[src/rtl/hour12_pkg.sv]
package hour12_pkg;

  // Strobes issued by the control to the datapath for one clock cycle.
  typedef struct packed {
    logic stepUnits;     // units + 1, tens unchanged
    logic rollTens;      // units -> 0, tens -> 1 (09 -> 10)
    logic wrapToOne;     // units -> 1, tens -> 0 (12 -> 01)
    logic flipMeridiem;  // invert the flag
  } hourStrobes_t;

  localparam int unsigned UNIT_LAST   = 9;  // last units value before rolling
  localparam int unsigned TOP_UNITS   = 2;  // units value of hour 12
  localparam int unsigned WRAP_UNITS  = 1;  // units value after 12
  localparam int unsigned RESET_UNITS = 2;  // reset shows 12

endpackage

[src/rtl/hour12_ctrl.sv]
module hour12_ctrl
  import hour12_pkg::*;
#(
  parameter int unsigned UNITS_W = 4
) (
  input  logic               advanceEn,
  input  logic               toggleEn,
  input  logic               tensQ,
  input  logic [UNITS_W-1:0] unitsQ,
  output hourStrobes_t       strobes
);

  localparam logic [UNITS_W-1:0] LAST_U = UNITS_W'(UNIT_LAST);
  localparam logic [UNITS_W-1:0] TOP_U  = UNITS_W'(TOP_UNITS);

  logic atTop;
  logic atNine;

  assign atTop  = tensQ && (unitsQ == TOP_U);
  assign atNine = !tensQ && (unitsQ == LAST_U);

  always_comb begin
    strobes              = '0;
    strobes.wrapToOne    = advanceEn && atTop;
    strobes.rollTens     = advanceEn && atNine;
    strobes.stepUnits    = advanceEn && !atTop && !atNine;
    // the toggle is applied after the wrap flip, so the two cancel
    strobes.flipMeridiem = (advanceEn && atTop) ^ toggleEn;
  end

endmodule

[src/rtl/hour12_datapath.sv]
module hour12_datapath
  import hour12_pkg::*;
#(
  parameter int unsigned UNITS_W = 4
) (
  input  logic               clk,
  input  logic               rst,
  input  hourStrobes_t       strobes,
  output logic               tensQ,
  output logic [UNITS_W-1:0] unitsQ,
  output logic               pmQ
);

  localparam logic [UNITS_W-1:0] RST_U  = UNITS_W'(RESET_UNITS);
  localparam logic [UNITS_W-1:0] WRAP_U = UNITS_W'(WRAP_UNITS);
  localparam logic [UNITS_W-1:0] ONE_U  = UNITS_W'(1);

  always_ff @(posedge clk) begin
    if (rst) begin
      tensQ  <= 1'b1;
      unitsQ <= RST_U;
      pmQ    <= 1'b0;
    end else begin
      if (strobes.wrapToOne) begin
        tensQ  <= 1'b0;
        unitsQ <= WRAP_U;
      end else if (strobes.rollTens) begin
        tensQ  <= 1'b1;
        unitsQ <= '0;
      end else if (strobes.stepUnits) begin
        unitsQ <= unitsQ + ONE_U;
      end
      if (strobes.flipMeridiem) begin
        pmQ <= ~pmQ;
      end
    end
  end

  AST_ROLL_TENS: assert property (@(posedge clk) disable iff (rst)
    strobes.rollTens |=> (tensQ && unitsQ == '0));

  AST_WRAP_ONE: assert property (@(posedge clk) disable iff (rst)
    strobes.wrapToOne |=> (!tensQ && unitsQ == WRAP_U));

  AST_STEP_KEEPS_TENS: assert property (@(posedge clk) disable iff (rst)
    strobes.stepUnits |=> (tensQ == $past(tensQ) && unitsQ == $past(unitsQ) + ONE_U));

  AST_FLAG_FLIP: assert property (@(posedge clk) disable iff (rst)
    strobes.flipMeridiem |=> (pmQ != $past(pmQ)));

endmodule

[src/rtl/twelve_hour_counter.sv]
module twelve_hour_counter
  import hour12_pkg::*;
#(
  parameter int unsigned UNITS_W = 4
) (
  input  logic               clk,
  input  logic               rst,
  input  logic               advanceEn,
  input  logic               toggleEn,
  output logic               tensDigit,
  output logic [3:0]         tensBcd,
  output logic [UNITS_W-1:0] unitsDigit,
  output logic               pmFlag
);

  localparam logic [UNITS_W-1:0] TOP_U = UNITS_W'(TOP_UNITS);
  localparam logic [UNITS_W-1:0] MAX_U = UNITS_W'(UNIT_LAST);

  hourStrobes_t strobes;
  logic         tensQ;
  logic [UNITS_W-1:0] unitsQ;
  logic         pmQ;

  hour12_ctrl #(.UNITS_W(UNITS_W)) u_ctrl (
    .advanceEn (advanceEn),
    .toggleEn  (toggleEn),
    .tensQ     (tensQ),
    .unitsQ    (unitsQ),
    .strobes   (strobes)
  );

  hour12_datapath #(.UNITS_W(UNITS_W)) u_dp (
    .clk     (clk),
    .rst     (rst),
    .strobes (strobes),
    .tensQ   (tensQ),
    .unitsQ  (unitsQ),
    .pmQ     (pmQ)
  );

  assign tensDigit  = tensQ;
  assign tensBcd    = {3'b000, tensQ};
  assign unitsDigit = unitsQ;
  assign pmFlag     = pmQ;

  AST_RESET_TWELVE: assert property (@(posedge clk)
    rst |=> (tensDigit && unitsDigit == TOP_U && !pmFlag));

  AST_NEVER_ZERO: assert property (@(posedge clk) disable iff (rst)
    !$past(rst) |-> !(tensDigit == 1'b0 && unitsDigit == '0));

  AST_UNITS_RANGE: assert property (@(posedge clk) disable iff (rst)
    !$past(rst) |-> (unitsDigit <= MAX_U && (!tensDigit || unitsDigit <= TOP_U)));

  AST_HOLD_IDLE: assert property (@(posedge clk) disable iff (rst)
    (!advanceEn && !toggleEn) |=> ($stable(tensDigit) && $stable(unitsDigit) && $stable(pmFlag)));

  AST_TOGGLE_ONLY: assert property (@(posedge clk) disable iff (rst)
    (toggleEn && !advanceEn) |=> ($stable(unitsDigit) && $stable(tensDigit) && pmFlag != $past(pmFlag)));

  AST_BOTH_AT_TOP: assert property (@(posedge clk) disable iff (rst)
    (advanceEn && toggleEn && tensDigit && unitsDigit == TOP_U) |=> $stable(pmFlag));

endmodule

[config.mk]
export PLATFORM = sky130hd
export DESIGN_NAME = twelve_hour_counter
export DESIGN_NICKNAME = d
export VERILOG_FILES = /design/src/rtl/hour12_pkg.sv /design/src/rtl/hour12_ctrl.sv /design/src/rtl/hour12_datapath.sv /design/src/rtl/twelve_hour_counter.sv
export SDC_FILE = /design/constraint.sdc
export NUM_CORES = 1
export LEC_CHECK = 0
export ABC_CLOCK_PERIOD_IN_PS = 1450
export BUFFER_PORTS_ARGS = -buffer_cell sky130_fd_sc_hd__buf_2
export CORE_AREA = 2 2 39 41
export CTS_CLUSTER_DIAMETER = 150
export DETAILED_ROUTE_END_ITERATION = 6
export DIE_AREA = 0 0 41 43
export REMOVE_ABC_BUFFERS = 1
export SETUP_SLACK_MARGIN = 0.05
export SYNTH_ARGS = -nofsm -noshare
export SYNTH_HDL_FRONTEND = slang
export SYNTH_SLANG_ARGS = --single-unit
[constraint.sdc]
create_clock -name clk -period 1.45 [get_ports clk]
set_input_delay 0.2175 -clock clk [delete_from_list [all_inputs] [get_ports clk]]
set_output_delay 0.2175 -clock clk [all_outputs]
set_load 0.1 [all_outputs]
Word-level counts from Yosys, hierarchy flattened
Cells that the tools add are included.

Add/subtract/negate cells: 1. Multiply operators: 0. Div/mod/pow operators: 0. Magnitude comparators: 0. Equality and inequality tests: 2. Shift operators: 0. Multiplexer cells: 5. Bitwise operators: 2. Reduce and logical (&&, ||, !) cells: 12.

Operator list (count): $logic_and 1x1->1 (6); $mux 2 (3); $add 4x1->4 const B (1); $eq 4x2->1 const B (1); $eq 4x4->1 const B (1); $logic_not 1->1 (3); $reduce_bool 3->1 (1); $reduce_or 3->1 (1); $mux 1 (2); $reduce_bool 2->1 (1); $not 1->1 (1); $xor 1x1->1 (1).

Bits in registers: 6. Bits in latches: 0. RAM bits: 0. ROM bits: 0. Output and inout bits: 10. Memories kept: 0.

Depth between registers and ports, before layout
Word-level depth: 8. Mapped depth: 5. Mapped depth without buffers: 5.

By module
A second synthesis with hierarchy kept.

Cells, all modules: 36. Area, all modules: 369.1 um^2.

By module, submodules not included: hour12_datapath (times used 1, cells each 24, area an instance 261.5 um^2); hour12_ctrl (times used 1, cells each 7, area an instance 73.8 um^2); twelve_hour_counter (times used 1, cells each 5, area an instance 33.8 um^2).

Least setup slack after synthesis
OpenSTA, ideal clock, no wires.

Path kind: reg2reg. From: register u_dp.unitsQ[1]. To: register u_dp.pmQ. Setup time: 0.070 ns. Arrival time: 1.953 ns. Required time: 1.380 ns. Slack: -0.573 ns. Stages on the path, launching flop included: 5. Buffers on the path: 0. Period minus slack after synthesis: 2.023 ns. Cells stage by stage: dfxtp_1 -> ha_1 -> nand3b_4 -> or3_1 -> a21oi_1.

Longest elaborated chain between the ends: 4.

Ends and longest elaborated chain: start: declaration (line hour12_datapath.sv:10) `output logic [UNITS_W-1:0] unitsQ,`; start signal: assignment (line hour12_datapath.sv:31) `unitsQ <= unitsQ + ONE_U;`; $eq 4x2->1 (line hour12_ctrl.sv:19) `assign atTop = tensQ && (unitsQ == TOP_U);`; $logic_and 1x1->1 (line hour12_ctrl.sv:19); $logic_and 1x1->1 (line hour12_ctrl.sv:28) `strobes.flipMeridiem = (advanceEn && atTop) ^ toggleEn;`; $xor 1x1->1 (line hour12_ctrl.sv:28); end signal: assignment (line hour12_datapath.sv:34) `pmQ <= ~pmQ;`; end: declaration (line hour12_datapath.sv:11) `output logic pmQ`.

Every way passes these cells. A chain may end at the register's enable or synchronous reset.

Worst setup path after layout
From: register u_dp.unitsQ[2]. To: output unitsDigit[2].

RTL lines: end: declaration (line twelve_hour_counter.sv:12) `output logic [UNITS_W-1:0] unitsDigit,`.

No word-level cell between the ends.

==> impl_metrics.ini <==
[cells_and_area]
fin_util_pct = 33.4
final_area_sq_um = 462
syn_to_final_growth_pct = 20.6
fill_cells = 154
diodes = 0
stdcell_count = 70
finalNetCount = 63
drive_gt1_share_pct = 35.2

[die]
die_y_microns = 43
coreArea_sq_um = 1380
dieArea_sq_um = 1760
io-pin-count = 14
chipWidth_microns = 41
start_util_pct = 27.7
core.rowCount = 14

[detailed_routing]
ant_nets = 0
routedWlPerCell_microns = 11.3
drc_errors = 0
wl_microns = 792
drt_first_pass_iters = 4
dr.first_iter.drc_count = 5
vias = 320
vias_per_cell = 4.57

[setup_path]
crit_arrival_ns = 1.13
cp-end-kind = primary output
start_kind = register
worstPathCellList = buf_2
cpMaxStageDelayCell = buf_2
crit_type = reg -> out
cp_slowest_stage_delay_ns = 0.47
required_ns = 1.23
cp_max_fo = 7
path_buf_inv = 1
path_delay_family = buffers and inverters

[sta]
max_freq_ghz = 0.742
hold_viol = 0
fin_tns_setup_ns = 0
drv_slew = 0
holdWs_ns = 0.222
grt_setup_unrepaired = false
setup_viol = 0
finalCriticalPeriod_ns = 1.35
finClkSkew_ns = 0.00260
finalCritPeriodShare_pct = 93.0

[synth]
ys_ff_latch = 6
synth_simple_gate_area_share_pct = 24.5
synth_top_family_by_area = simple AND/OR/NAND/NOR gates
synth-async-reset-ratio_pct = 0
synthMuxAreaShare_pct = 0
synthXorXnorAreaFrac_pct = 4.58
synth-edff-count = 0
syn_inst = 43
synthAdderAreaFrac_pct = 9.80
synth-main-ff-cell = dfxtp_1
synthTopCellsByArea = dfxtp_1, ha_1, a21oi_1
synth.distinct_cells = 23
synth_compound_area_share_pct = 17.0
synth_area_sq_um = 383
yosys_warnings = 0
yosys.area.top_type_share_pct = 31.4
synth_top_area_cell = dfxtp_1
ys_seq_area_share_pct = 31.4
avgSynthCellArea_sq_um = 8.90

[pwr]
p_int_uw = 330
max-vdd-ir-drop_mv = 0.323
pwr-share-comb_pct = 42.9
leakage_uw = 0.000214
switchingPower_uw = 289
powerDensity_nw_per_um2 = 1340
swShare_pct = 46.7
power_frac_clock_pct = 24.8
seq_power_share_pct = 32.3

[place]
place_inst = 67
dpl.hpwl_microns = 553
placed_cell_area_sq_um = 430
io_buffer_count = 10
gp_congestion = 0.716

[global_routing]
grt_overflow = 0
grt_usage_pct = 9.12
grt_max_degree = 8
grt_pass1_vias = 294
grt_pass1_wl_mm = 1.10
antenna_found_initial = 0

[flow_run]
drv_cap = 0

[cts]
postCtsSetupBuffers = 0
cts_buffer_depth = 2
cts_tree = built
cts_root_buf = clkbuf_4
cts_buffers = 3
clkLatencyLatePin_ns = 0.25
cts.htree.levels = 1
path_clk_slew_ns = 0.04
clkSinkCount = 6
hold_buffers = 0

[worst_hold_path]
hold_class = in -> reg

[status]
outcome = finished, final reports clean
## cells in the final DEF (no fill, tap or decap), drive strengths merged, types with 2 or more instances in the layout
cell / count
a21oi: 6
conb: 3
ha: 3
o21ai: 2
buf: 8
dfxtp: 6
nand2: 2
nand3b: 2
clkbuf: 5
xor2: 2
inv: 4
## stage by stage
step	total power (uW)	setup slack, ns
final	619	0.102
after global routing	647	0.0610
after CTS	620	0.0607
after detailed placement	462	0.0948
after global placement	461	0.113
after floorplan	424	-1.06
## layout make-up
type / instances / area, sq um / share of cell area [%]
Clock buffer: 3 / 22.5 / 4.88
Tap cell: 16 / 20.0 / 4.34
Sequential cell: 6 / 121 / 26.3
Inverter: 4 / 15.0 / 3.25
Timing Repair Buffer: 10 / 55.1 / 11.9
Multi-Input combinational cell: 31 / 228 / 49.3
## flip-flops by register name (all words and copies together) (netlist names)
register     flops
u_dp.unitsQ      4
u_dp.pmQ         1
u_dp.tensQ       1
## synth_stat cells, types with 2 or more instances
cell / instances
a21oi_1: 6
xor2_1: 2
dfxtp_1: 6
ha_1: 3
inv_1: 4
buf_4: 4
nand2_1: 2
## metal layers
layer	track usage, %	part of all wire, %
met5	0	0
met3	1.57	6.7
met2	14.4	45
met1	10.5	45
met4	6.00	2.7
## worst paths after layout
path                          startpoint                     endpoint  slack, ns  cells after the start
max          u_dp.unitsQ[2]$_SDFFE_PP0P_                unitsDigit[2]       0.10                      1
min                                  rst  u_dp.unitsQ[2]$_SDFFE_PP0P_       0.22                      2
max reg2reg  u_dp.unitsQ[0]$_SDFFE_PP0P_        u_dp.pmQ$_SDFFE_PP0P_       0.13                      5
min reg2reg  u_dp.unitsQ[2]$_SDFFE_PP0P_  u_dp.unitsQ[2]$_SDFFE_PP0P_       0.53                      2
## repair_timing
| action | 4_1_cts | 5_1_grt |
|---|---|---|
| endpoints found under the setup margin | 0 | 5 |
| gates resized for setup | 0 | 5 |
| endpoints found under the hold margin | 0 | 0 |
## cell families after synthesis
logic type | Yosys count
flops | 6
xor+xnor | 2
simple gates | 12
fa+ha+maj | 3
other cells | 1
compound gates | 11
buf+inv | 8
## power by group through the flow
stage,sequential (uW),clock [uW],combinational (uW)
after detailed placement,202,0,260
after CTS,199,160,261
after global routing,203,164,280
after global placement,201,0,260
after floorplan,327,0,97.2
final,200,154,265
No activity file was read; power rests on OpenSTA's default activity.
